[src/rtl/rpa_pkg.sv]
package rpa_pkg;
   typedef enum logic [2:0] {
      SQ_IDLE,
      SQ_HOLD,
      SQ_PULSE,
      SQ_WAIT,
      SQ_RELEASE
   } seq_state_e;

   localparam logic [1:0] ACK_NONE   = 2'b00;
   localparam logic [1:0] ACK_GRANT  = 2'b01;
   localparam logic [1:0] ACK_REFUSE = 2'b10;
endpackage

[src/rtl/rpa_pick.sv]
module rpa_pick #(
   parameter int NUM_HI          = 2,
   parameter bit LOW_INDEX_FIRST = 1'b1,
   localparam int IDXW           = (NUM_HI > 1) ? $clog2(NUM_HI) : 1
) (
   input  logic [NUM_HI-1:0] req,
   output logic              any,
   output logic [IDXW-1:0]   idx
);
   assign any = |req;

   generate
      if (LOW_INDEX_FIRST) begin : g_low_first
         always_comb begin
            idx = '0;
            for (int i = NUM_HI - 1; i >= 0; i--) begin
               if (req[i]) idx = IDXW'(i);
            end
         end
      end else begin : g_high_first
         always_comb begin
            idx = '0;
            for (int i = 0; i < NUM_HI; i++) begin
               if (req[i]) idx = IDXW'(i);
            end
         end
      end
   endgenerate
endmodule

[src/rtl/rpa_sw_req.sv]
module rpa_sw_req
   import rpa_pkg::*;
(
   input  logic       clk,
   input  logic       rst_n,
   input  logic       wr_en,
   input  logic       wr_data,
   input  logic       deny_en,
   input  logic       sw_done,
   output logic       req_q,
   output logic [1:0] ack_q,
   output logic       run_pend
);
   logic set_ok;
   logic clr_ok;

   assign set_ok = wr_en && wr_data && !req_q;
   assign clr_ok = wr_en && !wr_data && req_q && !run_pend;

   always_ff @(posedge clk or negedge rst_n) begin
      if (!rst_n) begin
         req_q    <= 1'b0;
         ack_q    <= ACK_NONE;
         run_pend <= 1'b0;
      end else begin
         if (set_ok) begin
            req_q    <= 1'b1;
            ack_q    <= deny_en ? ACK_REFUSE : ACK_GRANT;
            run_pend <= !deny_en;
         end else if (clr_ok) begin
            req_q <= 1'b0;
            ack_q <= ACK_NONE;
         end
         if (sw_done) run_pend <= 1'b0;
      end
   end
endmodule

[src/rtl/rpa_seq.sv]
module rpa_seq
   import rpa_pkg::*;
#(
   parameter int NUM_HI          = 2,
   parameter int ASSERT_CYCLES   = 4,
   parameter bit LOW_INDEX_FIRST = 1'b1,
   localparam int IDXW           = (NUM_HI > 1) ? $clog2(NUM_HI) : 1,
   localparam int CW             = (ASSERT_CYCLES > 1) ? $clog2(ASSERT_CYCLES) : 1
) (
   input  logic              clk,
   input  logic              rst_n,
   input  logic [NUM_HI-1:0] hi_req,
   input  logic [NUM_HI-1:0] hi_deny,
   input  logic              run_pend,
   input  logic              seq_done,
   output logic              rst_out,
   output logic [NUM_HI-1:0] hi_gnt,
   output logic [NUM_HI-1:0] hi_dny,
   output logic              sw_done
);
   localparam logic [CW-1:0] CNT_LAST = CW'(ASSERT_CYCLES - 1);

   seq_state_e      state_q;
   logic [IDXW-1:0] sel_q;
   logic            owner_hi_q;
   logic [CW-1:0]   cnt_q;
   logic            pick_any;
   logic [IDXW-1:0] pick_idx;
   logic            hi_busy;

   rpa_pick #(
      .NUM_HI          (NUM_HI),
      .LOW_INDEX_FIRST (LOW_INDEX_FIRST)
   ) u_pick (
      .req (hi_req),
      .any (pick_any),
      .idx (pick_idx)
   );

   always_ff @(posedge clk or negedge rst_n) begin
      if (!rst_n) begin
         state_q    <= SQ_IDLE;
         sel_q      <= '0;
         owner_hi_q <= 1'b0;
         cnt_q      <= '0;
      end else begin
         case (state_q)
            SQ_IDLE: begin
               if (pick_any) begin
                  sel_q <= pick_idx;
                  if (hi_deny[pick_idx]) begin
                     state_q <= SQ_HOLD;
                  end else begin
                     state_q    <= SQ_PULSE;
                     owner_hi_q <= 1'b1;
                     cnt_q      <= '0;
                  end
               end else if (run_pend) begin
                  state_q    <= SQ_PULSE;
                  owner_hi_q <= 1'b0;
                  cnt_q      <= '0;
               end
            end
            SQ_HOLD: begin
               if (!hi_req[sel_q]) state_q <= SQ_IDLE;
            end
            SQ_PULSE: begin
               if (cnt_q == CNT_LAST) state_q <= SQ_WAIT;
               else                   cnt_q   <= cnt_q + 1'b1;
            end
            SQ_WAIT: begin
               if (seq_done) state_q <= owner_hi_q ? SQ_RELEASE : SQ_IDLE;
            end
            SQ_RELEASE: begin
               if (!hi_req[sel_q]) state_q <= SQ_IDLE;
            end
            default: state_q <= SQ_IDLE;
         endcase
      end
   end

   assign rst_out = (state_q == SQ_PULSE);
   assign hi_busy = owner_hi_q &&
                    ((state_q == SQ_PULSE) || (state_q == SQ_WAIT) || (state_q == SQ_RELEASE));
   assign sw_done = (state_q == SQ_WAIT) && !owner_hi_q && seq_done;

   generate
      for (genvar i = 0; i < NUM_HI; i++) begin : g_flags
         assign hi_gnt[i] = hi_busy && (sel_q == IDXW'(i));
         assign hi_dny[i] = (state_q == SQ_HOLD) && (sel_q == IDXW'(i));
      end
   endgenerate
endmodule

[src/rtl/rst_prio_arb.sv]
module rst_prio_arb #(
   parameter int NUM_HI          = 2,
   parameter int ASSERT_CYCLES   = 4,
   parameter bit LOW_INDEX_FIRST = 1'b1
) (
   input  logic              clk,
   input  logic              rst_n,
   input  logic              sw_wr_en,
   input  logic              sw_wr_data,
   input  logic              sw_deny_en,
   input  logic [NUM_HI-1:0] hi_req,
   input  logic [NUM_HI-1:0] hi_deny,
   input  logic              seq_done,
   output logic              sw_req_rd,
   output logic [1:0]        sw_ack,
   output logic              rst_out,
   output logic [NUM_HI-1:0] hi_gnt,
   output logic [NUM_HI-1:0] hi_dny
);
   generate
      if (NUM_HI < 1) begin : g_bad_num_hi
         $error("rst_prio_arb: NUM_HI must be at least 1");
      end
      if (ASSERT_CYCLES < 1) begin : g_bad_cycles
         $error("rst_prio_arb: ASSERT_CYCLES must be at least 1");
      end
   endgenerate

   logic run_pend;
   logic sw_done;

   rpa_sw_req u_sw (
      .clk      (clk),
      .rst_n    (rst_n),
      .wr_en    (sw_wr_en),
      .wr_data  (sw_wr_data),
      .deny_en  (sw_deny_en),
      .sw_done  (sw_done),
      .req_q    (sw_req_rd),
      .ack_q    (sw_ack),
      .run_pend (run_pend)
   );

   rpa_seq #(
      .NUM_HI          (NUM_HI),
      .ASSERT_CYCLES   (ASSERT_CYCLES),
      .LOW_INDEX_FIRST (LOW_INDEX_FIRST)
   ) u_seq (
      .clk      (clk),
      .rst_n    (rst_n),
      .hi_req   (hi_req),
      .hi_deny  (hi_deny),
      .run_pend (run_pend),
      .seq_done (seq_done),
      .rst_out  (rst_out),
      .hi_gnt   (hi_gnt),
      .hi_dny   (hi_dny),
      .sw_done  (sw_done)
   );
endmodule

[config.mk]
export PLATFORM = sky130hd
export DESIGN_NAME = rst_prio_arb
export DESIGN_NICKNAME = d
export VERILOG_FILES = /design/src/rtl/rpa_pkg.sv /design/src/rtl/rpa_pick.sv /design/src/rtl/rpa_sw_req.sv /design/src/rtl/rpa_seq.sv /design/src/rtl/rst_prio_arb.sv
export SDC_FILE = /design/constraint.sdc
export NUM_CORES = 1
export LEC_CHECK = 0
export BUFFER_PORTS_ARGS = -buffer_cell sky130_fd_sc_hd__clkbuf_2
export CORE_UTILIZATION = 31
export CTS_BUF_LIST = sky130_fd_sc_hd__clkbuf_16
export DETAILED_ROUTE_END_ITERATION = 10
export GPL_ROUTABILITY_DRIVEN = 0
export SLEW_MARGIN = 20
export SYNTH_ARGS = -nofsm -noshare
export SYNTH_HDL_FRONTEND = slang
export SYNTH_SLANG_ARGS = --single-unit
[constraint.sdc]
create_clock -name clk -period 2.6 [get_ports clk]
set_input_delay 0.13 -clock clk [delete_from_list [all_inputs] [get_ports clk]]
set_output_delay 0.13 -clock clk [all_outputs]
set_load 0.05 [all_outputs]
-- Word level (Yosys, flattened, before mapping)
Cells that the tools add are included.
- register bits: 11
- output and inout port bits: 8
- add/sub/neg operators: 1
- $lt $le $gt $ge: 2
- eq/ne operators: 12
- muxes and demuxes: 29
- bitwise operators: 1
- reduce and logical (&&, ||, !) cells: 30
- operator list (operator ; number):
    $mux W3 ; 6
    $mux W2 ; 8
    $mux W1 ; 13
    $logic_and A1 B1 Y1 ; 12
    $pmux W3 S4 ; 1
    $ne A2 B2 Y1 const B ; 4
    $reduce_and A4 Y1 ; 2
    $reduce_bool A2 Y1 ; 4
    $eq A3 B2 Y1 const B ; 2
    $logic_not A1 Y1 ; 5
    $lt A1 B2 Y1 const B ; 2
    $pmux W2 S2 ; 1
    $reduce_or A2 Y1 ; 2
    $eq A3 B1 Y1 const B ; 1
    $eq A3 B3 Y1 const B ; 1
    $logic_not A3 Y1 ; 1
    $ne A3 B2 Y1 const B ; 1
    $ne A3 B3 Y1 const B ; 1
    $reduce_and A3 Y1 ; 1
    $add A2 B1 Y2 const B ; 1
    $eq A2 B2 Y1 const B ; 1
    $logic_or A1 B1 Y1 ; 2
    $ne A2 B1 Y1 const B ; 1
    $reduce_and A2 Y1 ; 1
    $not A1 Y1 ; 1

-- Logic depth before layout (Yosys ltp)
Gate-level depths: netlist of run 1.
- word-level depth: 7
- mapped depth: 4
- gate-level depth less buffers: 4

-- Hierarchy
A second synthesis of run 1 with hierarchy kept.
- cells, all modules: 74
- area total of the unflattened synthesis: 703.2 um^2
- modules (own cells, without submodules) (module ; instances ; cells each ; area an instance (um^2) ; sequential area each (um^2)):
    rpa_seq ; 1 ; 56 ; 498.0 ; 175.2
    rpa_sw_req ; 1 ; 16 ; 192.7 ; 100.1
    rpa_pick ; 1 ; 2 ; 12.5 ; 0.0

-- Worst setup path before layout of run 1
OpenSTA, ideal clock, no wires.
- path kind: register -> output
- start point: reg u_seq.state_q[1]
- end point: out hi_dny[0]
- arrival: 2.221 ns
- required time: 2.470 ns
- setup slack: 0.249 ns
- cell stages (with the launch flop): 3
- path buffers: 1
- cells stage by stage: dfrtp_1 > buf_4 > nor4b_1
- cells in the longest elaborated chain, start to end: 2
- RTL lines (element ; RTL line ; text):
    from (decl) ; rpa_seq.sv:23 ; seq_state_e state_q;
    from (signal assigned) ; rpa_seq.sv:72 ; if (seq_done) state_q <= owner_hi_q ? SQ_RELEASE : SQ_IDLE;
    $eq A3 B1 Y1 ; rpa_seq.sv:90 ; assign hi_dny[i] = (state_q == SQ_HOLD) && (sel_q == IDXW'(i));
    $logic_and A1 B1 Y1 ; rpa_seq.sv:90 ;
    to (decl) ; rst_prio_arb.sv:18 ; output logic [NUM_HI-1:0] hi_dny
Every way passes these cells.

-- Final worst setup path of run 1
- start point: reg u_seq.state_q[2]
- end point: out hi_gnt[1]
- cells in the longest elaborated chain, start to end: 5
- elaborated cells between the ends (all ways): 7
- classes of those cells: 3 x eq/ne; 4 x reduce/logical
- RTL lines (element ; RTL line ; text):
    $eq A3 B2 Y1 ; rpa_seq.sv:84 ; ((state_q == SQ_PULSE) || (state_q == SQ_WAIT) || (state_q == SQ_RELEASE));
    $logic_or A1 B1 Y1 ; rpa_seq.sv:84 ;
    $logic_or A1 B1 Y1 * ; rpa_seq.sv:84 ;
    $logic_and A1 B1 Y1 * ; rpa_seq.sv:83 ; assign hi_busy = owner_hi_q &&
    $logic_and A1 B1 Y1 * ; rpa_seq.sv:89 ; assign hi_gnt[i] = hi_busy && (sel_q == IDXW'(i));
    to (decl) ; rst_prio_arb.sv:17 ; output logic [NUM_HI-1:0] hi_gnt,
Mark *: on every way between the ends. The rest lies on a longest branch, timed or not.

==> results of run 1 <==
cell families (layout without fill, tap and decap cells):
family          Yosys count  in the layout  synth area share (%)
compound gates           18             18                  18.4
flops                    11             11                  40.4
fa+ha+maj                 1              1                  1.84
buf+inv                   8             27                  6.62
simple gates             28             28                  27.9
mux                       3              3                  4.78
report_power, final:
part | switching, mW | total, mW | internal [mW] | leakage (nW)
clock network | 0.0706 | 0.272 | 0.201 | 0.0423
logic | 0.317 | 0.510 | 0.193 | 0.221
registers | 0.105 | 0.343 | 0.238 | 0.135
total | 0.493 | 1.13 | 0.632 | 0.398
cell usage after synthesis:
| cell type | number |
|---|---|
| sky130_fd_sc_hd__mux2i_1 | 1 |
| sky130_fd_sc_hd__a211oi_1 | 1 |
| sky130_fd_sc_hd__nor3_1 | 1 |
| sky130_fd_sc_hd__o2111ai_1 | 1 |
| sky130_fd_sc_hd__o21ai_1 | 1 |
| sky130_fd_sc_hd__nor4b_2 | 1 |
| sky130_fd_sc_hd__nor2_1 | 5 |
| sky130_fd_sc_hd__nand2_1 | 7 |
| sky130_fd_sc_hd__nand3b_1 | 2 |
| sky130_fd_sc_hd__a21oi_1 | 6 |
| sky130_fd_sc_hd__and2b_1 | 1 |
| sky130_fd_sc_hd__o211ai_1 | 1 |
| sky130_fd_sc_hd__nor4b_1 | 2 |
| sky130_fd_sc_hd__or3_1 | 1 |
| sky130_fd_sc_hd__buf_4 | 2 |
| sky130_fd_sc_hd__mux2_2 | 2 |
| sky130_fd_sc_hd__and4_2 | 1 |
| sky130_fd_sc_hd__a22oi_1 | 1 |
| sky130_fd_sc_hd__a41oi_2 | 1 |
| sky130_fd_sc_hd__nor2b_1 | 2 |
| sky130_fd_sc_hd__nor3b_2 | 1 |
| sky130_fd_sc_hd__o32ai_1 | 1 |
| sky130_fd_sc_hd__or3_4 | 1 |
| sky130_fd_sc_hd__o21ai_0 | 3 |
| sky130_fd_sc_hd__nor3_4 | 1 |
| sky130_fd_sc_hd__a22o_1 | 1 |
| sky130_fd_sc_hd__buf_6 | 1 |
| sky130_fd_sc_hd__inv_1 | 5 |
| sky130_fd_sc_hd__nand4b_1 | 1 |
| sky130_fd_sc_hd__dfrtp_1 | 11 |
| sky130_fd_sc_hd__ha_1 | 1 |
| sky130_fd_sc_hd__nor3b_1 | 1 |
| sky130_fd_sc_hd__a311o_1 | 1 |
metal layers:
layer / vias up / track usage, %
met5: - / 0
met4: 0 / 11.8
met3: 4 / 2.49
met2: 12 / 18.8
met1: 257 / 17.0
li1: 291 / -
metrics by stage:
stage	util (%)	power, mW	std cells
3_5_place_dp	38.2	0.859	110
2_1_floorplan	-	0.776	69
3_3_place_gp	38.2	0.853	110
6_report	42.6	1.13	115
4_1_cts	42.6	1.14	115
5_1_grt	42.6	1.21	115
sequential cells by signal, indices dropped and copies added, names as in the netlist:
signal / count
u_seq.state_q: 3
u_seq.cnt_q: 2
u_sw.ack_q: 2
u_seq.owner_hi_q: 1
u_seq.sel_q: 1
u_sw.req_q: 1
u_sw.run_pend: 1
final cells by class:
cell class / count / share of cell area [%]
sequential: 11 / 31.9
multi-input combinational: 50 / 41.8
timing repair buffer: 18 / 11.0
clock inverter: 1 / 0.435
clock buffer: 3 / 8.71
tap: 27 / 3.92
inverter: 5 / 2.18
worst max-delay path by stage:
stage                           startpoint   endpoint  slack (ns)  cells after the start
final                     u_seq.state_q[2]  hi_gnt[1]        0.85                      4
after global routing      u_seq.state_q[2]  hi_gnt[0]        0.75                      4
after CTS                 u_seq.state_q[2]  hi_gnt[1]        0.86                      4
after detailed placement  u_seq.state_q[2]  hi_gnt[1]        1.13                      4
after global placement    u_seq.state_q[2]  hi_gnt[1]        1.16                      4
after floorplan           u_seq.state_q[1]  hi_dny[0]        0.25                      2
==> flow_metrics.py, run 1 <==
metrics = {
    "routing": {
        "routed.top_layer": "met4",
        "detailroute.wirelength.met2_um": 578,
        "routedWlPerCell_um": 11.7,
        "detail-route-antenna-nets": 0,
        "first_iter_violations": 2,
        "route.detailed.drc": 0,
        "vias_per_cell": 4.90,
        "totalWireLength_um": 1340,
        "drt_pre_antenna_iters": 3,
        "routedLengthMet1_um": 675,
        "via_count": 564,
        "routed-wl-met3_um": 48,
    },
    "die": {
        "die_h_um": 48.9,
        "pin_count": 18,
        "initial_utilization_pct": 33.7,
        "overall_die_area_sq_um": 2390,
        "std_cell_rows": 16,
        "floorplan.die.width_um": 48.9,
        "core_area_sq_um": 2020,
    },
    "sta": {
        "rsz0062_at_grt": "no",
        "tightestPinTransition_ns": 0.374,
        "total_negative_slack_for_setup_checks_ns": 0,
        "fin_crit_ns": 1.75,
        "report.final.setup_viol": 0,
        "fin_skew_ns": 0.000751,
        "timing_max_transition_violations_final": 0,
        "fmax_mhz": 571,
        "relSlewSlack_pct": 75.1,
        "final.period_utilization_pct": 67.4,
        "final.setup.worst_slack_ns": 0.848,
        "worst_hold_slack_ns": 0.107,
        "final_hold_violations": 0,
    },
    "final_layout": {
        "multiInputGateArea_sq_um": 360,
        "mostFrequentLayoutCells": "sky130_fd_sc_hd__clkbuf_2 (17), sky130_fd_sc_hd__dfrtp_1 (11), sky130_fd_sc_hd__nand2_1 (7)",
        "ff_latch_area_sq_um": 275,
        "finish.instance_area_sq_um": 862,
        "layout.cells.most_common": "sky130_fd_sc_hd__clkbuf_2",
        "areaGrowthSynthToFinish_pct": 26.7,
        "count_of_nets_after_finishing": 100,
        "nFillCells": 210,
        "final_layout_size_suffix_gt1_share_pct": 31.8,
        "diodes": 0,
    },
    "global_route": {
        "grt_start_max_net_pins": 13,
        "globalRouteOverflowTotal": 0,
        "grt_antenna_before_repair": 0,
        "globalRouteTotalUtil_pct": 13.2,
        "grt_first_pass_wirelength_um": 2340,
        "grt_pass1_vias": 531,
    },
    "logic_synthesis": {
        "ys_top_cells_by_area": "sky130_fd_sc_hd__dfrtp_1 (40%), sky130_fd_sc_hd__a21oi_1 (4.4%), sky130_fd_sc_hd__nand2_1 (3.9%)",
        "synth_area_sq_um": 681,
        "synth_seq_cells": 11,
        "synth_cells": 69,
        "synth_top_area_share_pct": 40.4,
        "ys_seq_area_share_pct": 40.4,
        "synth_fp_nets": 80,
        "yosys_warnings": 0,
        "yosys.cell_types.count": 33,
        "synthDominantAreaCellType": "sky130_fd_sc_hd__dfrtp_1",
        "synth.avg_cell_area_sq_um": 9.86,
    },
    "worst_setup_path": {
        "setup.reg_to_reg.worst_slack_ns": 1.19,
        "path_buf_inv": 1,
        "crit_type": "reg2out",
        "crit_path_top_delay_cell": "sky130_fd_sc_hd__dfrtp_1",
        "worst_r2r_path_depth": 3,
        "critical_path.startpoint_type": "flop",
        "path_delay_family": "flip-flops",
        "r2r-end": "u_seq.cnt_q[0]",
        "timing.critical_path.arrival_ns": 1.62,
        "critPathCaptureType": "primary output",
        "crit_path_max_fanout": 10,
        "r2r_start": "u_seq.state_q[2]",
        "critical-path-max-stage-delay_ns": 0.56,
        "required_ns": 2.47,
        "cp_cell_sequence": "nor3b_1, o21ai_0, nor2_1, clkbuf_2",
    },
    "hold_path": {
        "timing.hold.worst.class": "in2reg",
        "worstHoldEndpoint": "u_sw.ack_q[0]",
        "holdPathStages": 2,
        "hold_start": "sw_deny_en",
    },
    "cts": {
        "post-cts-setup-buffers": 0,
        "cts_tree": "done",
        "clkLatencyLatePin_ns": 0.23,
        "post_cts_resize_count": 0,
        "cts_max_level": 1,
        "cts-root-to-sink-buffers": 2,
        "worst_setup_hold_path_clk_slew_ns": 0.04,
        "cts_buffers": 3,
        "clkSinkCount": 11,
        "clock-root-buffer": "sky130_fd_sc_hd__clkbuf_16",
        "cts_hold_buf": 1,
    },
    "pwr": {
        "power_density_nw_per_um2": 1310,
        "vdd_drop_max_mv": 0.604,
        "power.static_leakage_nw": 0.398,
    },
    "status": {
        "status": "finished, final reports clean",
    },
    "placed_design": {
        "dp_worst_setup_slack_ns": 1.13,
        "detailed_place.area_sq_um": 773,
        "place_hpwl_um": 996,
        "buffers_on_ports": 17,
    },
    "run": {
        "count_of_max_cap_constraint_violations": 0,
    },
}
(Power assumes the default switching activity.)
==> inputs of run 2 (changes only) <==
--- a/config.mk
+++ b/config.mk
@@ -5,6 +5,7 @@
 export SDC_FILE = /design/constraint.sdc
 export NUM_CORES = 1
 export LEC_CHECK = 0
+export ABC_AREA = 1
 export BUFFER_PORTS_ARGS = -buffer_cell sky130_fd_sc_hd__clkbuf_2
 export CORE_UTILIZATION = 31
 export CTS_BUF_LIST = sky130_fd_sc_hd__clkbuf_16
==> constraint.sdc (replaced) <==
create_clock -name clk -period 1.6 [get_ports clk]
set_input_delay 0.08 -clock clk [delete_from_list [all_inputs] [get_ports clk]]
set_output_delay 0.08 -clock clk [all_outputs]
set_load 0.05 [all_outputs]
==> run 2 against run 1 <==
Final cell count rose by 19%. Sequential power rose by 50%. Clock skew rose by 0.0015 ns. Sequential cell count did not move. Final area rose by 3.5%. Combinational power rose by 130%. Global-route usage rose by 0.58 points. First-iteration DRC count rose to 11 times the previous value. Register-to-register slack got worse by 0.78 ns. Non-clock buffer count did not move.
==> flow_metrics.py, run 2 <==
metrics = {
    "die": {
        "initial_utilization_pct": 33.7,
        "floorplan.die.width_um": 48.9,
        "std_cell_rows": 16,
        "die_h_um": 48.9,
        "overall_die_area_sq_um": 2390,
        "pin_count": 18,
        "core_area_sq_um": 2020,
    },
    "sta": {
        "total_negative_slack_for_setup_checks_ns": 0,
        "fin_skew_ns": 0.00227,
        "fmax_mhz": 670,
        "relSlewSlack_pct": 80.5,
        "timing_max_transition_violations_final": 0,
        "report.final.setup_viol": 0,
        "rsz0062_at_grt": "no",
        "final_hold_violations": 0,
        "tightestPinTransition_ns": 0.293,
        "final.period_utilization_pct": 93.2,
        "fin_crit_ns": 1.49,
    },
    "cts": {
        "cts_tree": "done",
        "cts_max_level": 1,
        "cts_buffers": 3,
        "worst_setup_hold_path_clk_slew_ns": 0.04,
        "clock-root-buffer": "sky130_fd_sc_hd__clkbuf_16",
        "cts-root-to-sink-buffers": 2,
        "clkSinkCount": 11,
        "post-cts-setup-buffers": 0,
        "clkLatencyLatePin_ns": 0.24,
    },
    "logic_synthesis": {
        "synth.top_cells.by_count": "sky130_fd_sc_hd__nand2_1 (19), sky130_fd_sc_hd__dfrtp_1 (11), sky130_fd_sc_hd__nor2_1 (11)",
        "yosys.cell_types.count": 23,
        "synth_edf_count": 0,
        "synthDominantAreaCellType": "sky130_fd_sc_hd__dfrtp_1",
        "synth_area_sq_um": 682,
        "synth.avg_cell_area_sq_um": 7.75,
        "yosys_warnings": 0,
        "synth_fp_nets": 99,
        "ys_async_sr_fraction_pct": 100,
        "synthMostInstantiatedCell": "sky130_fd_sc_hd__nand2_1",
        "postSynth.topFlopCell": "sky130_fd_sc_hd__dfrtp_1",
        "synth_seq_cells": 11,
        "synth_top_area_share_pct": 40.4,
        "synth_cells": 88,
        "ys_seq_area_share_pct": 40.4,
        "ys_top_cells_by_area": "sky130_fd_sc_hd__dfrtp_1 (40%), sky130_fd_sc_hd__nand2_1 (10%), sky130_fd_sc_hd__nor2_1 (6.1%)",
    },
    "routing": {
        "routed-wl-met3_um": 48,
        "routed.top_layer": "met3",
        "totalWireLength_um": 1400,
        "detail-route-antenna-nets": 0,
        "drt_pre_antenna_iters": 4,
        "first_iter_violations": 22,
        "routedLengthMet1_um": 682,
        "via_count": 648,
        "detailroute.wirelength.met2_um": 673,
        "route.detailed.drc": 0,
        "vias_per_cell": 4.73,
        "routedWlPerCell_um": 10.2,
    },
    "worst_setup_path": {
        "worst_r2r_path_depth": 6,
        "crit_path_top_delay_cell": "sky130_fd_sc_hd__dfrtp_1",
        "path_delay_family": "simple AND/OR/NAND/NOR gates",
        "r2r_start": "u_seq.state_q[2]",
        "timing.critical_path.arrival_ns": 1.41,
        "r2r-end": "u_seq.cnt_q[0]",
        "critical-path-max-stage-delay_ns": 0.41,
        "critPathCaptureType": "primary output",
        "required_ns": 1.52,
        "cp_cell_sequence": "nor2_2, nand2_1, o21ai_1, nand2_1, nor2_1, buf_2",
        "critical_path.startpoint_type": "flop",
        "crit_path_max_fanout": 4,
        "critical_path.most_common_cell": "sky130_fd_sc_hd__nand2_1",
        "setup.reg_to_reg.worst_slack_ns": 0.41,
        "path_buf_inv": 1,
        "crit_type": "reg2out",
    },
    "global_route": {
        "grt_start_max_net_pins": 12,
        "grt_pass1_vias": 579,
        "grt_antenna_before_repair": 0,
        "grt_first_pass_wirelength_um": 2480,
        "globalRouteTotalUtil_pct": 13.8,
        "globalRouteOverflowTotal": 0,
    },
    "hold_path": {
        "worstHoldEndpoint": "u_seq.sel_q",
        "timing.hold.worst.class": "in2reg",
        "holdPathStages": 2,
        "hold_start": "hi_req[0]",
    },
    "final_layout": {
        "final_layout_size_suffix_gt1_share_pct": 32.7,
        "areaGrowthSynthToFinish_pct": 30.8,
        "final_cells": 137,
        "top_reg_by_flops": "u_seq.state_q",
        "layout.cells.most_common": "sky130_fd_sc_hd__nand2_1",
        "mostFrequentLayoutCells": "sky130_fd_sc_hd__nand2_1 (19), sky130_fd_sc_hd__clkbuf_2 (15), sky130_fd_sc_hd__inv_1 (11), sky130_fd_sc_hd__nor2_1 (11), sky130_fd_sc_hd__dfrtp_1 (11)",
        "diodes": 0,
        "layout_top_registers": "u_seq.state_q (3), u_seq.cnt_q (2), u_sw.ack_q (2)",
        "utilization_pct": 44.1,
        "count_of_nets_after_finishing": 122,
        "largest_register_ffs": 3,
    },
    "run": {
        "count_of_max_cap_constraint_violations": 0,
    },
    "pwr": {
        "power.static_leakage_nw": 0.497,
        "power_density_nw_per_um2": 2400,
        "vdd_drop_max_mv": 1.11,
    },
    "placed_design": {
        "placed_cells": 132,
        "place_hpwl_um": 1140,
        "buffers_on_ports": 17,
    },
    "status": {
        "status": "finished, final reports clean",
    },
}
run 2: repair_timing:
item                       in CTS  in global routing
resized for setup               0                  3
hold endpoints to repair       11                  0
hold buffers                    1                  0
setup endpoints to repair       0                  2
run 2: how the worst max path moves through the flow:
stage / from / end / slack [ns] / cells after the start
floorplan: u_seq.state_q[1] / hi_gnt[0] / 0.09 / 5
detailed placement: u_seq.state_q[1] / hi_gnt[1] / 0.33 / 6
global placement: u_seq.state_q[1] / hi_gnt[0] / 0.36 / 6
CTS: u_seq.state_q[1] / hi_gnt[1] / 0.08 / 6
finish: u_seq.state_q[1] / hi_gnt[0] / 0.11 / 6
global route: u_seq.state_q[0] / hi_gnt[0] / 0.006 / 6
run 2: power breakdown:
group / leakage, nW / switching [mW] / internal [mW]
Clock: 0.0423 / 0.121 / 0.328
Combinational: 0.323 / 0.834 / 0.344
Sequential: 0.132 / 0.102 / 0.411
run 2: logic make-up (layout without fill, tap and decap cells):
logic type | count (synthesis) | after routing | synth area share (%)
simple gates | 51 | 51 | 39.4
compound gates | 12 | 12 | 10.8
buf+inv | 13 | 35 | 7.52
fa+ha+maj | 1 | 1 | 1.83
flops | 11 | 11 | 40.4
run 2: layout make-up:
cell class	count	area (sq um)
timing repair buffer	18	97.6
clock inverter	1	3.75
fill	213	1130
tap	27	33.8
sequential	11	275
clock buffer	3	75.1
inverter	13	51.3
multi-input combinational	64	355
run 2: stage by stage:
step / setup slack (ns) / area (sq um) / total power, mW / hold WS (ns)
after global placement: 0.357 / 801 / 1.68 / -0.0248
final: 0.108 / 892 / 2.14 / 0.104
after floorplan: 0.0855 / 682 / 1.45 / -0.216
after CTS: 0.0787 / 890 / 2.16 / 0.101
after global routing: 0.00557 / 892 / 2.32 / 0.150
after detailed placement: 0.334 / 801 / 1.70 / -0.0169
run 2: layer usage:
metal	vias up	global-route usage, %
li1	335	-
met5	-	0
met3	0	5.61
met2	8	22.2
met4	0	2.94
met1	305	17.3
==> inputs of run 3 (changes only) <==
--- a/config.mk
+++ b/config.mk
@@ -5,12 +5,12 @@
 export SDC_FILE = /design/constraint.sdc
 export NUM_CORES = 1
 export LEC_CHECK = 0
-export ABC_AREA = 1
 export BUFFER_PORTS_ARGS = -buffer_cell sky130_fd_sc_hd__clkbuf_2
 export CORE_UTILIZATION = 31
 export CTS_BUF_LIST = sky130_fd_sc_hd__clkbuf_16
 export DETAILED_ROUTE_END_ITERATION = 10
 export GPL_ROUTABILITY_DRIVEN = 0
+export SKIP_LAST_GASP = 1
 export SLEW_MARGIN = 20
 export SYNTH_ARGS = -nofsm -noshare
 export SYNTH_HDL_FRONTEND = slang
==> run 3 against run 2 <==
Sequential power grew 12%. Worst hold slack lost 0.051 ns. Critical endpoint is now rst_out. Global-route usage is the same. Setup slack gained 0.0058 ns. Largest cell class unchanged. Sequential cell count is the same. Clock skew grew 0.0037 ns. Total power shrank 10%.
==> flow_metrics.py, run 3 (synthesis results as in run 1) <==
metrics = {
    "status": {
        "status": "finished, final reports clean",
    },
    "routing": {
        "via_count": 579,
        "vias_per_cell": 4.95,
        "totalWireLength_um": 1440,
        "drt_pre_antenna_iters": 4,
        "routedWlPerCell_um": 12.3,
        "first_iter_violations": 5,
        "route.detailed.drc": 0,
        "detail-route-antenna-nets": 0,
    },
    "pwr": {
        "power.static_leakage_nw": 0.409,
        "power_density_nw_per_um2": 2130,
        "vdd_drop_max_mv": 0.885,
    },
    "worst_setup_path": {
        "timing.critical_path.arrival_ns": 1.41,
        "r2r_start": "u_seq.cnt_q[0]",
        "r2r-end": "u_seq.cnt_q[0]",
        "setup.reg_to_reg.worst_slack_ns": 0.20,
        "critical-path-max-stage-delay_ns": 0.48,
        "required_ns": 1.52,
        "cp_cell_sequence": "buf_4, nor3b_2, clkbuf_2",
        "worst_r2r_path_depth": 4,
        "critPathCaptureType": "primary output",
        "crit_path_top_delay_cell": "sky130_fd_sc_hd__dfrtp_2",
        "crit_type": "reg2out",
        "crit_path_max_fanout": 8,
        "critical_path.startpoint_type": "flop",
    },
    "sta": {
        "relSlewSlack_pct": 81.0,
        "fin_skew_ns": 0.00600,
        "total_negative_slack_for_setup_checks_ns": 0,
        "timing_max_transition_violations_final": 0,
        "tightestPinTransition_ns": 0.283,
        "rsz0062_at_grt": "no",
        "final_hold_violations": 0,
        "final.period_utilization_pct": 92.9,
        "worst_hold_slack_ns": 0.0526,
        "report.final.setup_viol": 0,
        "fin_crit_ns": 1.49,
        "fmax_mhz": 673,
    },
    "die": {
        "core_area_sq_um": 2020,
        "die_h_um": 48.9,
        "floorplan.die.width_um": 48.9,
        "initial_utilization_pct": 33.7,
        "overall_die_area_sq_um": 2390,
        "pin_count": 18,
        "std_cell_rows": 16,
    },
    "hold_path": {
        "worstHoldEndpoint": "u_sw.ack_q[0]",
        "holdPathStages": 2,
        "hold_start": "sw_deny_en",
        "timing.hold.worst.class": "in2reg",
    },
    "final_layout": {
        "ff_latch_area_sq_um": 279,
        "count_of_nets_after_finishing": 102,
        "multiInputGateArea_sq_um": 378,
        "final_layout_size_suffix_gt1_share_pct": 40.0,
        "layout.cells.most_common": "sky130_fd_sc_hd__clkbuf_2",
        "layout_top_registers": "u_seq.state_q (3), u_seq.cnt_q (2), u_sw.ack_q (2)",
        "top_reg_by_flops": "u_seq.state_q",
        "diodes": 0,
        "final_cells": 117,
        "utilization_pct": 44.7,
        "areaGrowthSynthToFinish_pct": 32.7,
        "largest_register_ffs": 3,
        "mostFrequentLayoutCells": "sky130_fd_sc_hd__clkbuf_2 (15), sky130_fd_sc_hd__dfrtp_1 (8), sky130_fd_sc_hd__nand2_1 (7)",
        "nFillCells": 199,
    },
    "cts": {
        "post-cts-setup-buffers": 0,
        "worst_setup_hold_path_clk_slew_ns": 0.05,
        "clkSinkCount": 11,
        "clock-root-buffer": "sky130_fd_sc_hd__clkbuf_16",
        "cts_tree": "done",
        "clkLatencyLatePin_ns": 0.24,
        "cts_buffers": 3,
        "cts_max_level": 1,
        "cts-root-to-sink-buffers": 2,
    },
    "global_route": {
        "grt_use_met1_pct": 18.5,
        "grtUsageMet2_pct": 21.1,
        "grt_start_max_net_pins": 13,
        "globalRouteTotalUtil_pct": 13.8,
        "grt_util_met3_pct": 2.49,
        "globalRoute.busiestLayer": "met2",
        "globalRouteOverflowTotal": 0,
        "grt_pass1_vias": 546,
        "grt_antenna_before_repair": 0,
        "grt_first_pass_wirelength_um": 2510,
    },
    "placed_design": {
        "place_hpwl_um": 1050,
        "buffers_on_ports": 17,
        "placed_cells": 112,
    },
    "run": {
        "count_of_max_cap_constraint_violations": 0,
    },
}
==> run 3: critical path: cells and delay by family (launching register included) <==
family,cells,cell delay (ns)
buf+inv,2,0.48
flops,1,0.48
simple gates,1,0.21
==> run 3: worst max-delay path by stage <==
stage / startpoint / end / slack (ns) / cells after the start
2_1_floorplan: u_seq.state_q[1] / hi_gnt[0] / -0.05 / 4
3_3_place_gp: u_seq.state_q[2] / hi_gnt[1] / 0.20 / 4
3_5_place_dp: u_seq.state_q[2] / hi_gnt[1] / 0.20 / 4
4_1_cts: u_seq.state_q[0] / hi_gnt[1] / 0.02 / 4
5_1_grt: u_seq.state_q[1] / hi_gnt[0] / 0.002 / 4
6_report: u_seq.state_q[2] / rst_out / 0.11 / 3
==> run 3: where the power goes <==
part           switching, mW  internal, mW
clock                  0.124         0.328
combinational          0.530         0.361
sequential             0.184         0.394
total                  0.837          1.08
==> run 3: stage by stage <==
stage	instance area [sq um]	power (mW)	setup slack, ns
floorplan	693	1.28	-0.0477
global route	903	2.05	0.00186
finish	903	1.92	0.114
global placement	801	1.43	0.200
CTS	897	1.93	0.0160
detailed placement	801	1.44	0.199
==> run 3: what timing repair did <==
item                       in CTS  in global routing
resized for setup               4                  2
setup endpoints to repair       2                  2
pin swaps                       0                  0
hold buffers                    1                  0
hold endpoints to repair       11                  0
==> run 3: layout make-up <==
| type | count | share of cell area (%) |
|---|---|---|
| clock buffer | 3 | 8.31 |
| clock inverter | 1 | 0.416 |
| inverter | 5 | 2.08 |
| multi-input combinational | 50 | 41.8 |
| sequential | 11 | 30.9 |
| tap | 27 | 3.74 |
| timing repair buffer | 20 | 12.7 |
==> run 3: metal layers <==
| metal | part of all wire, % | vias to the layer above |
|---|---|---|
| met5 | 0 | - |
| met4 | 1.4 | 0 |
| met1 | 50 | 266 |
| met3 | 3.2 | 2 |
| li1 | - | 299 |
| met2 | 45 | 12 |
